## config.mk

```make
export PLATFORM = sky130hd
export DESIGN_NAME = icm_irq_concentrator
export DESIGN_NICKNAME = d
export VERILOG_FILES = /design/src/rtl/icm_pkg.sv /design/src/rtl/icm_src_fsm.sv /design/src/rtl/icm_map_regs.sv /design/src/rtl/icm_src_xlate.sv /design/src/rtl/icm_irq_concentrator.sv
export SDC_FILE = /design/constraint.sdc
export NUM_CORES = 1
export LEC_CHECK = 0
export CORE_UTILIZATION = 40
export CTS_CLUSTER_DIAMETER = 50
export DETAILED_ROUTE_END_ITERATION = 10
export PLACE_DENSITY = 0.68
export SYNTH_ARGS = -nofsm -noshare
export SYNTH_HDL_FRONTEND = slang
export SYNTH_HIERARCHICAL = 1
export SYNTH_SLANG_ARGS = --single-unit
```

## constraint.sdc

```tcl
create_clock -name clk -period 8.9 [get_ports clk]
set_clock_uncertainty 0.05 [all_clocks]
set_input_delay 2.67 -clock clk [delete_from_list [all_inputs] [get_ports clk]]
set_output_delay 2.67 -clock clk [all_outputs]
set_load 0.02 [all_outputs]
```

## src/rtl/icm_pkg.sv

```systemverilog
package icm_pkg;

    localparam int ADDR_W = 16;
    localparam int DATA_W = 32;

    // Register region bases (byte offsets); each register owns an 8-byte slot.
    localparam logic [ADDR_W-1:0] PCI_MAP_BASE = 16'h0C00;
    localparam logic [ADDR_W-1:0] IO_MAP_BASE  = 16'h1000;
    localparam logic [ADDR_W-1:0] PCI_CLR_BASE = 16'h1400;
    localparam logic [ADDR_W-1:0] IO_CLR_BASE  = 16'h1800;

    typedef enum logic [1:0] {
        SRC_QUIET  = 2'd0,
        SRC_ASSERT = 2'd1,
        SRC_SQUASH = 2'd2
    } src_state_e;

    typedef enum logic [2:0] {
        RG_NONE    = 3'd0,
        RG_PCI_MAP = 3'd1,
        RG_IO_MAP  = 3'd2,
        RG_PCI_CLR = 3'd3,
        RG_IO_CLR  = 3'd4
    } region_e;

    // Fixed (read-only) vector fields of the mapping registers.
    function automatic logic [DATA_W-2:0] pci_fixed(input int unsigned idx);
        logic [DATA_W-1:0] v;
        v = (32'h1F << 6) | (32'(idx) << 2);
        return v[DATA_W-2:0];
    endfunction

    function automatic logic [DATA_W-2:0] io_fixed(input int unsigned idx);
        logic [DATA_W-1:0] v;
        v = ((32'h1F << 6) | 32'h20) + 32'(idx);
        return v[DATA_W-2:0];
    endfunction

endpackage

```

## src/rtl/icm_src_fsm.sv

```systemverilog
module icm_src_fsm
    import icm_pkg::*;
(
    input  logic clk,
    input  logic rst_n,
    input  logic level,
    input  logic enable,
    input  logic clear,
    output logic irq_out
);

    src_state_e st_q;
    src_state_e st_d;

    always_ff @(posedge clk) begin
        if (!rst_n) begin
            st_q <= SRC_QUIET;
        end else begin
            st_q <= st_d;
        end
    end

    always_comb begin
        st_d = st_q;
        unique case (st_q)
            SRC_QUIET: begin
                if (enable && level) begin
                    st_d = clear ? SRC_SQUASH : SRC_ASSERT;
                end
            end
            SRC_ASSERT: begin
                if (!enable || !level) begin
                    st_d = SRC_QUIET;
                end else if (clear) begin
                    st_d = SRC_SQUASH;
                end
            end
            SRC_SQUASH: begin
                if (!enable || !level) begin
                    st_d = SRC_QUIET;
                end
            end
            default: st_d = SRC_QUIET;
        endcase
    end

    always_comb begin
        irq_out = (st_q == SRC_ASSERT);
    end

endmodule

```

## src/rtl/icm_map_regs.sv

```systemverilog
module icm_map_regs
    import icm_pkg::*;
#(
    parameter int N_PCI_MAP     = 8,
    parameter int N_IO_MAP      = 32,
    parameter int N_PCI_SRC     = 32,
    parameter int N_SRC         = 48,
    parameter int PCI_CLR_SLOTS = 8,
    parameter int IO_CLR_SLOTS  = 13
) (
    input  logic                 clk,
    input  logic                 rst_n,
    input  logic                 dev_reset,
    input  logic                 req_valid,
    input  logic                 req_write,
    input  logic [ADDR_W-1:0]    req_addr,
    input  logic [DATA_W-1:0]    req_wdata,
    output logic                 rsp_valid,
    output logic [DATA_W-1:0]    rsp_rdata,
    output logic [N_PCI_MAP-1:0] pci_en,
    output logic [N_IO_MAP-1:0]  io_en,
    output logic [N_SRC-1:0]     clr_vec
);

    localparam int SLOT_W = ADDR_W - 3;
    localparam logic [ADDR_W-1:0] PCI_MAP_SPAN = ADDR_W'(N_PCI_MAP * 8);
    localparam logic [ADDR_W-1:0] IO_MAP_SPAN  = ADDR_W'(N_IO_MAP * 8);
    localparam logic [ADDR_W-1:0] PCI_CLR_SPAN = ADDR_W'(PCI_CLR_SLOTS * 8);
    localparam logic [ADDR_W-1:0] IO_CLR_SPAN  = ADDR_W'(IO_CLR_SLOTS * 8);

    logic [ADDR_W-1:0] rel_pm, rel_im, rel_pc, rel_ic;
    logic [SLOT_W-1:0] slot_pm, slot_im, slot_pc, slot_ic;
    region_e           region;
    logic              wr_go, rd_go;
    logic [DATA_W-1:0] rd_word;
    logic              lint_unused;

    // Wrapped subtraction: an offset below the base wraps high and misses.
    assign rel_pm  = req_addr - PCI_MAP_BASE;
    assign rel_im  = req_addr - IO_MAP_BASE;
    assign rel_pc  = req_addr - PCI_CLR_BASE;
    assign rel_ic  = req_addr - IO_CLR_BASE;
    assign slot_pm = rel_pm[ADDR_W-1:3];
    assign slot_im = rel_im[ADDR_W-1:3];
    assign slot_pc = rel_pc[ADDR_W-1:3];
    assign slot_ic = rel_ic[ADDR_W-1:3];

    assign lint_unused = ^{req_wdata[DATA_W-2:0], req_addr[1:0],
                           rel_pm[2:0], rel_im[2:0], rel_pc[2:0], rel_ic[2:0]};

    always_comb begin
        if (rel_pm < PCI_MAP_SPAN) begin
            region = RG_PCI_MAP;
        end else if (rel_im < IO_MAP_SPAN) begin
            region = RG_IO_MAP;
        end else if (rel_pc < PCI_CLR_SPAN) begin
            region = RG_PCI_CLR;
        end else if (rel_ic < IO_CLR_SPAN) begin
            region = RG_IO_CLR;
        end else begin
            region = RG_NONE;
        end
    end

    assign wr_go = req_valid && req_write && req_addr[2];
    assign rd_go = req_valid && !req_write;

    // Enable bits: the only writable state of the mapping registers.
    always_ff @(posedge clk) begin
        if (!rst_n) begin
            pci_en <= '0;
            io_en  <= '0;
        end else if (dev_reset) begin
            pci_en <= '0;
            io_en  <= '0;
        end else if (wr_go) begin
            for (int j = 0; j < N_PCI_MAP; j++) begin
                if (region == RG_PCI_MAP && slot_pm == SLOT_W'(j)) begin
                    pci_en[j] <= req_wdata[DATA_W-1];
                end
            end
            for (int k = 0; k < N_IO_MAP; k++) begin
                if (region == RG_IO_MAP && slot_im == SLOT_W'(k)) begin
                    io_en[k] <= req_wdata[DATA_W-1];
                end
            end
        end
    end

    // Clear strobes, one per source, valid in the request cycle.
    always_comb begin
        clr_vec = '0;
        if (wr_go && region == RG_PCI_CLR) begin
            for (int j = 0; j < PCI_CLR_SLOTS; j++) begin
                if (slot_pc == SLOT_W'(j)) begin
                    clr_vec[j] = 1'b1;
                end
            end
        end
        if (wr_go && region == RG_IO_CLR) begin
            for (int k = 0; k < IO_CLR_SLOTS; k++) begin
                if (slot_ic == SLOT_W'(k)) begin
                    clr_vec[N_PCI_SRC + k] = 1'b1;
                end
            end
        end
    end

    always_comb begin
        rd_word = '0;
        if (req_addr[2]) begin
            unique case (region)
                RG_PCI_MAP: begin
                    for (int j = 0; j < N_PCI_MAP; j++) begin
                        if (slot_pm == SLOT_W'(j)) begin
                            rd_word = {pci_en[j], pci_fixed(j)};
                        end
                    end
                end
                RG_IO_MAP: begin
                    for (int k = 0; k < N_IO_MAP; k++) begin
                        if (slot_im == SLOT_W'(k)) begin
                            rd_word = {io_en[k], io_fixed(k)};
                        end
                    end
                end
                default: rd_word = '0;
            endcase
        end
    end

    always_ff @(posedge clk) begin
        if (!rst_n) begin
            rsp_valid <= 1'b0;
            rsp_rdata <= '0;
        end else begin
            rsp_valid <= rd_go;
            rsp_rdata <= rd_go ? rd_word : '0;
        end
    end

endmodule

```

## src/rtl/icm_src_xlate.sv

```systemverilog
module icm_src_xlate #(
    parameter int DEVFN_W = 8,
    parameter int PIN_W   = 2,
    parameter int SRC_W   = 6
) (
    input  logic [DEVFN_W-1:0] xl_devfn,
    input  logic [PIN_W-1:0]   xl_pin,
    input  logic               xl_secondary,
    output logic [SRC_W-1:0]   xl_src
);

    logic lint_unused;
    assign lint_unused = ^{xl_devfn[DEVFN_W-1:5], xl_devfn[2:1]};

    always_comb begin
        if (xl_secondary) begin
            // slot field (devfn bits 4:3) selects a group of four pins
            xl_src = SRC_W'({xl_devfn[4:3], xl_pin});
        end else begin
            // function bit 0 moves the pin into the upper half of the PCI range
            xl_src = SRC_W'({xl_devfn[0], 2'b00, xl_pin});
        end
    end

endmodule

```

## src/rtl/icm_irq_concentrator.sv

```systemverilog
module icm_irq_concentrator
    import icm_pkg::*;
#(
    parameter int N_PCI_SRC     = 32,
    parameter int PCI_PER_MAP   = 4,
    parameter int N_IO_SRC      = 16,
    parameter int N_IO_MAP      = 32,
    parameter int PCI_CLR_SLOTS = 8,
    parameter int IO_CLR_SLOTS  = 13
) (
    input  logic                          clk,
    input  logic                          rst_n,
    input  logic                          dev_reset,
    input  logic                          req_valid,
    input  logic                          req_write,
    input  logic [15:0]                   req_addr,
    input  logic [31:0]                   req_wdata,
    output logic                          rsp_valid,
    output logic [31:0]                   rsp_rdata,
    input  logic [N_PCI_SRC+N_IO_SRC-1:0] src_level,
    output logic [N_PCI_SRC+N_IO_SRC-1:0] vec_out,
    input  logic [7:0]                    xl_devfn,
    input  logic [1:0]                    xl_pin,
    input  logic                          xl_secondary,
    output logic [5:0]                    xl_src
);

    localparam int N_SRC     = N_PCI_SRC + N_IO_SRC;
    localparam int N_PCI_MAP = N_PCI_SRC / PCI_PER_MAP;

    logic [N_PCI_MAP-1:0] pci_en;
    logic [N_IO_MAP-1:0]  io_en;
    logic [N_SRC-1:0]     src_en;
    logic [N_SRC-1:0]     clr_vec;

    icm_map_regs #(
        .N_PCI_MAP    (N_PCI_MAP),
        .N_IO_MAP     (N_IO_MAP),
        .N_PCI_SRC    (N_PCI_SRC),
        .N_SRC        (N_SRC),
        .PCI_CLR_SLOTS(PCI_CLR_SLOTS),
        .IO_CLR_SLOTS (IO_CLR_SLOTS)
    ) u_regs (
        .clk      (clk),
        .rst_n    (rst_n),
        .dev_reset(dev_reset),
        .req_valid(req_valid),
        .req_write(req_write),
        .req_addr (req_addr),
        .req_wdata(req_wdata),
        .rsp_valid(rsp_valid),
        .rsp_rdata(rsp_rdata),
        .pci_en   (pci_en),
        .io_en    (io_en),
        .clr_vec  (clr_vec)
    );

    generate
        for (genvar s = 0; s < N_PCI_SRC; s++) begin : g_pci_gate
            assign src_en[s] = pci_en[s / PCI_PER_MAP];
        end
        for (genvar k = 0; k < N_IO_SRC; k++) begin : g_io_gate
            assign src_en[N_PCI_SRC + k] = io_en[k];
        end
        for (genvar s = 0; s < N_SRC; s++) begin : g_src
            icm_src_fsm u_fsm (
                .clk    (clk),
                .rst_n  (rst_n),
                .level  (src_level[s]),
                .enable (src_en[s]),
                .clear  (clr_vec[s]),
                .irq_out(vec_out[s])
            );
        end
    endgenerate

    icm_src_xlate #(
        .DEVFN_W(8),
        .PIN_W  (2),
        .SRC_W  (6)
    ) u_xlate (
        .xl_devfn    (xl_devfn),
        .xl_pin      (xl_pin),
        .xl_secondary(xl_secondary),
        .xl_src      (xl_src)
    );

endmodule

```

**Word level (Yosys, flattened, before mapping)**

Index checks and enable logic that the tools add are counted.

- Register bits: 169
- Bits of input ports: 112
- Output and inout port bits: 87
- Logic and storage cells: 1,032

- $add $sub $neg: 4
- $lt $le $gt $ge: 4
- Equal/unequal tests: 274
- Muxes and demuxes: 276
- Bitwise gates (word level): 1
- Reductions and logical operators: 383

Operators with widths:

| kind | number |
|---|---|
| $mux W32 | 40 |
| $mux W2 | 159 |
| $eq A13 B3 Y1 const B | 16 |
| $eq A13 B5 Y1 const B | 16 |
| $ne A2 B1 Y1 const B | 96 |
| $eq A13 B4 Y1 const B | 13 |
| $reduce_and A2 Y1 | 67 |
| $pmux W2 S3 | 21 |
| $pmux W2 S2 | 27 |
| $eq A13 B2 Y1 const B | 8 |
| $eq A2 B1 Y1 const B | 48 |
| $eq A2 B2 Y1 const B | 48 |
| $logic_not A2 Y1 | 48 |
| $logic_and A1 B1 Y1 | 93 |
| $logic_not A1 Y1 | 73 |
| $reduce_and A3 Y1 | 22 |
| $pmux W32 S2 | 1 |
| $ne A3 B2 Y1 const B | 21 |
| $reduce_or A2 Y1 | 28 |
| $eq A13 B1 Y1 const B | 4 |
| $logic_not A13 Y1 | 4 |
| $logic_or A1 B1 Y1 | 48 |
| $lt A16 B7 Y1 const B | 3 |
| $sub A16 B13 Y16 const B | 3 |
| 11 further kinds | 35 |

**Longest topological paths before layout**

Gate-level depths: netlist (run 1).

- Depth in word-level cells: 35
- Mapped depth: 13
- Depth with buffers taken out: 11

**Hierarchy**

The synthesis (run 1) kept the hierarchy.

By module, submodules not included:

| module | times used | cells an instance | area each (sq um) | sequential area each (sq um) |
|---|---|---|---|---|
| icm_src_fsm | 48 | 8 | 80.1 | 40.0 |
| icm_map_regs | 1 | 489 | 3,749.8 | 980.9 |
| icm_src_xlate | 1 | 7 | 45.0 | 0.0 |

**Least setup slack after synthesis (run 1)**

Ideal clock, no wire load.

- Path type: in2out
- Start: input port xl_devfn[0]
- End: output port xl_src[4]
- Data arrival time: 2.997 ns
- Required time: 6.180 ns
- Slack: 3.183 ns
- Cell stages on the path: 1
- Path buffers: 0
- Path through: nor2b_1

- Longest elaborated chain between the ends: 1

RTL lines:

| element | RTL line | text |
|---|---|---|
| start: declaration | icm_irq_concentrator.sv:22 | `input logic [7:0] xl_devfn,` |
| $mux W5 | icm_src_xlate.sv:16 | `if (xl_secondary) begin` |
| end: declaration | icm_irq_concentrator.sv:25 | `output logic [5:0] xl_src` |

No other way between the ends.

**Worst setup path after layout (run 1)**

- Start: input port xl_secondary
- End: output port xl_src[2]

- Longest elaborated chain between the ends: 1

RTL lines:

| element | RTL line | text |
|---|---|---|
| start: declaration | icm_irq_concentrator.sv:24 | `input logic xl_secondary,` |
| $mux W5 | icm_src_xlate.sv:16 |  |

No other way between the ends.

==> key figures, run 1 <==
Critical path
  • Cell mode on critical path: clkdlybuf4s50_1
  • Crit path buf inv count: 2
  • Worst reg2reg startpoint: u_regs/io_en[10]
  • Reg-to-Reg End: u_regs/rsp_rdata[31]
  • Setup CP Type: in -> out
  • Crit. End Element: primary output
  • Max incr delay on CP: 0.59 ns
  • Critical path startpoint category: input port
  • Setup crit end: xl_src[2]
  • Worst-path cell chain: clkdlybuf4s50_1 -> and2_1 -> clkdlybuf4s50_1
  • Register-to-register setup slack: 6.79 ns
  • CP top delay family: buffers and inverters
  • Worst Setup SP: xl_secondary
  • CP Max Fanout: 3
  • Critical Path RT: 6.18 ns
  • R2R depth: 7
  • CP Depth: 3
  • Slowest stage cell, crit path: clkdlybuf4s50_1
  • Crit path DAT: 3.88 ns

Yosys
  • Post-Synth Adder-Cell Area: 2.457%
  • Synth top cells by count: dfxtp_1 (145), nand2b_1 (101), nand3_1 (71)
  • Ys async rst share: 0%
  • Post-synthesis compound-gate area fraction: 15.58%
  • Post-synthesis simple-gate area fraction: 32.78%
  • Post-Syn Area: 0.007639 mm2
  • Count leader, synth: dfxtp_1
  • Synth area leader: dfxtp_1
  • Yosys warns: 6
  • EDFF count, synth: 0
  • Post-Syn Instances: 880
  • Register area share after synthesis: 38.00%
  • Mean Syn Cell Area: 8.680 um2
  • Post-synth top area share: 38.00%
  • Main synth FF type: dfxtp_1
  • Largest family of logic cells by synthesized area: simple AND/OR/NAND/NOR gates
  • Post-synthesis mux area share: 2.735%
  • Yosys reg bits: 145
  • Distinct cells, synth: 67
  • Xor/xnor share of the synthesized area: 0.4586%
  • Top post-synthesis cells by area: dfxtp_1 (38%), nand2b_1 (8.3%), a21oi_2 (5.8%)

Global routing
  • First-pass GRT wire length: 28790 um
  • Pin count of the biggest net entering global routing: 51
  • Vias in the first global route: 5862
  • Total track usage: 18.19%
  • Initial antenna violation count: 0
  • GR Overflow Total: 0

STA
  • Min Clock Period, post-route: 6.599 ns
  • Fin. Hold Viols: 0
  • Pins over their slew limit: 0
  • RSZ-0062 raised after global routing: no
  • Setup TNS: 0 ns
  • Worst slew pin tran: 0.9062 ns
  • Max Clock Freq: 151.5 MHz
  • Rel. slew slack: 39.41%
  • # setup viols final: 0
  • Period Utilization, post-route: 74.15%

Route
  • Vias post-DR: 6243
  • Final routed DRC violation total: 0
  • Detailed-route wire length per cell: 13.87 um
  • Post-DRT Antenna Nets: 0
  • DRT Pass-1 Iters: 7
  • Final WL: 17340 um
  • Iteration-0 DRC Markers: 366
  • Vias per inst: 4.994

Placement
  • Number of I/O port buffers: 135
  • Routability cong.: 0.8513
  • Detailed Place HPWL: 12190 um
  • Dpl cells: 1220
  • DP Area: 0.008944 mm2

Clock network
  • # Post-CTS Setup Buffers: 0
  • Root Buffer Master: clkbuf_16
  • CTS max path bufs: 2
  • Clock-pin slew on the worst setup and hold paths: 0.06 ns
  • Clock Latency Late Sink: 0.41 ns
  • H-tree level count: 4
  • CTS sink count: 145
  • CTS tree: yes
  • PostCTS Resize Cnt: 0
  • CTS Buf Count: 17
  • Hold buffers post-CTS: 0

Power and ir drop
  • Static leakage: 3.363 nW
  • Pwr/cell area: 157.6 mW/mm2
  • Peak VDD IR: 145.2 uV

Layout
  • Layout Cells excl Fill: 1250
  • Multi-input logic area: 0.004312 mm2
  • Area grow syn2layout: 25.08%
  • Final Cell Area: 0.009554 mm2
  • N_diodes: 0
  • Fillers: 1734
  • Share of cells above drive strength 1: 17.13%
  • Seq. cell area: 0.002903 mm2
  • Nets@finish: 1132
  • Finished Core Util: 51.08%

Floorplanning
  • Initial core utilization: 40.84%
  • Core Area: 0.01871 mm2
  • Die H: 140.2 um
  • Die area: 0.01965 mm2
  • I/O pin total: 199
  • Die width: 140.2 um
  • # rows: 50

Min path
  • Worst hold path class: reg -> reg

Flow run
  • Number of max-cap violations: 0

Outcome
  • Status: finished clean
## final cells by class
class,instances,area share [%]
Multi-Input combinational cell,688,45.13
Sequential cell,145,30.38
Timing Repair Buffer,141,14.56
Clock buffer,21,5.029
Tap cell,234,3.064
Clock inverter,9,1.362
Inverter,12,0.4715
## layer usage
layer / part of all wire (%) / global-route usage (%) / vias to the layer above
li1: - / - / 3199
met1: 48 / 23.64 / 2855
met2: 46 / 29.71 / 167
met3: 4.9 / 3.761 / 22
met4: 1.6 / 6.651 / 0
met5: 0 / 0 / -
## state kept, by name, indices dropped and copies added, names as in the netlist
register / cells
u_regs/io_en: 32
u_regs/rsp_valid: 1
u_regs/rsp_rdata: 8
u_regs/pci_en: 8
g_src.u_fsm/st_q: 96
## cells in the final DEF (no fill, tap or decap), types with 12 or more instances in the layout
master and instances:
a21oi_1 35, a21oi_2 51, and2b_2 48, clkbuf_16 17, clkdlybuf4s50_1 134, conb_1 48, dfxtp_1 145, ha_1 15
inv_1 12, mux2i_1 13, nand2_1 51, nand2b_1 101, nand3_1 71, nor2_1 61, nor3_1 56, o21ai_0 35
## worst min-delay path by stage
| stage | slack, ns | end | start | depth (start not counted) |
|---|---|---|---|---|
| after floorplan | 0.38 | g_src[0].u_fsm/st_q[0] | g_src[0].u_fsm/st_q[1] | 1 |
| after detailed placement | 0.40 | g_src[17].u_fsm/st_q[0] | g_src[17].u_fsm/st_q[1] | 1 |
| final | 0.41 | g_src[13].u_fsm/st_q[0] | g_src[13].u_fsm/st_q[1] | 1 |
| after global placement | 0.39 | g_src[19].u_fsm/st_q[0] | g_src[19].u_fsm/st_q[1] | 1 |
| after global routing | 0.43 | g_src[26].u_fsm/st_q[0] | g_src[26].u_fsm/st_q[1] | 1 |
| after CTS | 0.41 | g_src[10].u_fsm/st_q[0] | g_src[10].u_fsm/st_q[1] | 1 |
## logic make-up (layout without fill, tap and decap cells)
group,after synthesis,in the layout
AO/OA/AOI/OAI,164,164
multiplexers,19,19
flip-flops,145,145
XOR/XNOR,4,4
buffers and inverters,93,183
other,2,48
adder cells (fa/ha/maj),15,15
AND/OR/NAND/NOR,438,438
## power by group
group | leakage [nW] | switching, W | internal (W)
clock | 0.301 | 0.000274 | 0.000468
combinational | 1.89 | 0.0000680 | 0.0000471
sequential | 1.17 | 0.0000000360 | 0.000649
total | 3.36 | 0.000342 | 0.00116
## metrics by stage
step / hold slack [ns] / setup WS, ns / power [W]
after global placement: 0.3934 / 2.311 / 0.0007768
after CTS: 0.4106 / 2.285 / 0.001524
final: 0.4060 / 2.301 / 0.001505
after floorplan: 0.3806 / 3.183 / 0.0007413
after detailed placement: 0.3996 / 2.282 / 0.0007769
after global routing: 0.4272 / 2.259 / 0.001562
Note: power is estimated with default switching activity, not from simulation.
==> inputs of run 2 (changes only) <==
==> constraint.sdc (replaced) <==
create_clock -name clk -period 6.1 [get_ports clk]
set_clock_uncertainty 0.05 [all_clocks]
set_input_delay 1.83 -clock clk [delete_from_list [all_inputs] [get_ports clk]]
set_output_delay 1.83 -clock clk [all_outputs]
set_load 0.02 [all_outputs]
==> key figures, run 2 (synthesis results as in run 1) <==
STA
  • Worst Setup Slack, final: 1.186 ns
  • Worst slew pin tran: 0.8872 ns
  • Final hold slack: 0.4093 ns
  • Period Utilization, post-route: 80.56%
  • Rel. slew slack: 40.67%
  • Max Clock Freq: 203.5 MHz
  • Min Clock Period, post-route: 4.914 ns
  • Pins over their slew limit: 0
  • # setup viols final: 0
  • Setup TNS: 0 ns
  • RSZ-0062 raised after global routing: no
  • Fin. Hold Viols: 0

Clock network
  • CTS tree: yes
  • Clock-pin slew on the worst setup and hold paths: 0.06 ns
  • Clock Latency Late Sink: 0.42 ns
  • Root Buffer Master: clkbuf_16
  • Hold buffers post-CTS: 0
  • # Post-CTS Setup Buffers: 0
  • H-tree level count: 4
  • CTS max path bufs: 2
  • PostCTS Resize Cnt: 0
  • CTS sink count: 145
  • CTS Buf Count: 17

Critical path
  • Critical Path RT: 4.22 ns
  • Setup CP Type: in -> out
  • Slowest stage cell, crit path: clkdlybuf4s50_1
  • Critical path startpoint category: input port
  • Worst-path cell chain: clkdlybuf4s50_1 -> and2_1 -> clkdlybuf4s50_1
  • Max incr delay on CP: 0.59 ns
  • Crit. End Element: primary output
  • CP Max Fanout: 3
  • Cell mode on critical path: clkdlybuf4s50_1
  • Crit path DAT: 3.03 ns

Placement
  • Dpl ws: 0.9012 ns
  • DP Area: 0.008951 mm2
  • Routability cong.: 0.8321
  • Detailed Place HPWL: 12620 um
  • Number of I/O port buffers: 135

Layout
  • N_diodes: 0
  • Max reg flops: 96
  • Most common cell after layout, fill and taps aside: dfxtp_1
  • Biggest regs: g_src.u_fsm/st_q x96, u_regs/io_en x32
  • Final Cell Area: 0.009593 mm2
  • Nets@finish: 1133
  • Most flop-heavy register: g_src.u_fsm/st_q
  • Share of cells above drive strength 1: 17.09%
  • Area grow syn2layout: 25.59%
  • Most frequent cells in the layout: dfxtp_1 (145), clkdlybuf4s50_1 (134), nand2b_1 (101), nand3_1 (71), nor2_1 (61)

Power and ir drop
  • Sw frac: 21.87%
  • Clk pwr share: 50.4%
  • Combinational Power Share: 7.5%
  • Internal: 0.001761 W
  • Pwr Total: 0.002253 W
  • Pwr/cell area: 234.9 mW/mm2
  • Static leakage: 3.380 nW
  • Peak VDD IR: 204.3 uV
  • Share of power burned in registers: 42.0%
  • Switch Pwr: 0.0004929 W

Route
  • Vias post-DR: 6283
  • Vias per inst: 5.018
  • DRT Pass-1 Iters: 6
  • Detailed-route wire length per cell: 14.12 um
  • Post-DRT Antenna Nets: 0
  • Final WL: 17680 um
  • Final routed DRC violation total: 0
  • Iteration-0 DRC Markers: 385

Global routing
  • First-pass GRT wire length: 28620 um
  • GR Overflow Total: 0
  • Initial antenna violation count: 0
  • Vias in the first global route: 5857
  • Total track usage: 18.25%
  • Pin count of the biggest net entering global routing: 50

Floorplanning
  • # rows: 50
  • Core Area: 0.01871 mm2
  • Die area: 0.01965 mm2
  • Die width: 140.2 um
  • Die H: 140.2 um
  • Initial core utilization: 40.84%
  • I/O pin total: 199

Min path
  • Worst hold path class: reg -> reg

Outcome
  • Status: finished clean

Flow run
  • Number of max-cap violations: 0
==> run 2: changes by cell type in the layout (fill, tap and decap cells not counted) <==
cell,before,now
clkbuf_8,4,2
bufinv_16,3,5
buf_4,6,7
clkbuf_1,0,2
clkinv_4,1,0
==> run 2: per-stage QoR <==
step | utilization [%] | cells
global placement | 47.85 | 1221
global route | 51.28 | 1252
CTS | 51.28 | 1252
finish | 51.28 | 1252
floorplan | - | 926
detailed placement | 47.85 | 1221
==> run 2: cell type report <==
| class | count | area (um2) |
|---|---|---|
| fill | 1744 | 9112 |
| sequential | 145 | 2903 |
| clock inverter | 10 | 181.4 |
| timing repair buffer | 142 | 1399 |
| inverter | 12 | 45.04 |
| multi-input combinational | 688 | 4312 |
| tap | 234 | 292.8 |
| clock buffer | 21 | 460.4 |
==> run 2: critical path, delay by kind of cell <==
family | cells | cell delay (ns)
buffers and inverters | 2 | 1.08
and+or+nand+nor | 1 | 0.12
==> run 2: path summary, 6_finish.rpt <==
path | from | endpoint | slack (ns) | cells after the start
worst max register to register | u_regs/io_en[10] | u_regs/rsp_rdata[31] | 4.00 | 7
worst max-delay path | xl_secondary | xl_src[2] | 1.19 | 3
worst min-delay path | g_src[32].u_fsm/st_q[1] | g_src[32].u_fsm/st_q[0] | 0.41 | 1
worst min register to register | g_src[32].u_fsm/st_q[1] | g_src[32].u_fsm/st_q[0] | 0.41 | 1
==> run 2: power groups by stage <==
| stage | clock network (W) | registers, W | logic (W) |
|---|---|---|---|
| after floorplan | 0 | 0.000969 | 0.000113 |
| after global placement | 0 | 0.000968 | 0.000167 |
| after detailed placement | 0 | 0.000968 | 0.000167 |
| after CTS | 0.00117 | 0.000947 | 0.000168 |
| after global routing | 0.00121 | 0.000947 | 0.000184 |
| final | 0.00114 | 0.000947 | 0.000170 |
==> run 2: routing by layer <==
| layer | global-route usage, % | wire length [um] | vias up | part of all wire [%] |
|---|---|---|---|---|
| li1 | - | - | 3215 | - |
| met1 | 23.19 | 8035 | 2887 | 45 |
| met2 | 30.03 | 8361 | 164 | 47 |
| met3 | 4.274 | 991 | 17 | 5.6 |
| met4 | 6.767 | 286 | 0 | 1.6 |
| met5 | 0 | 0 | - | 0 |
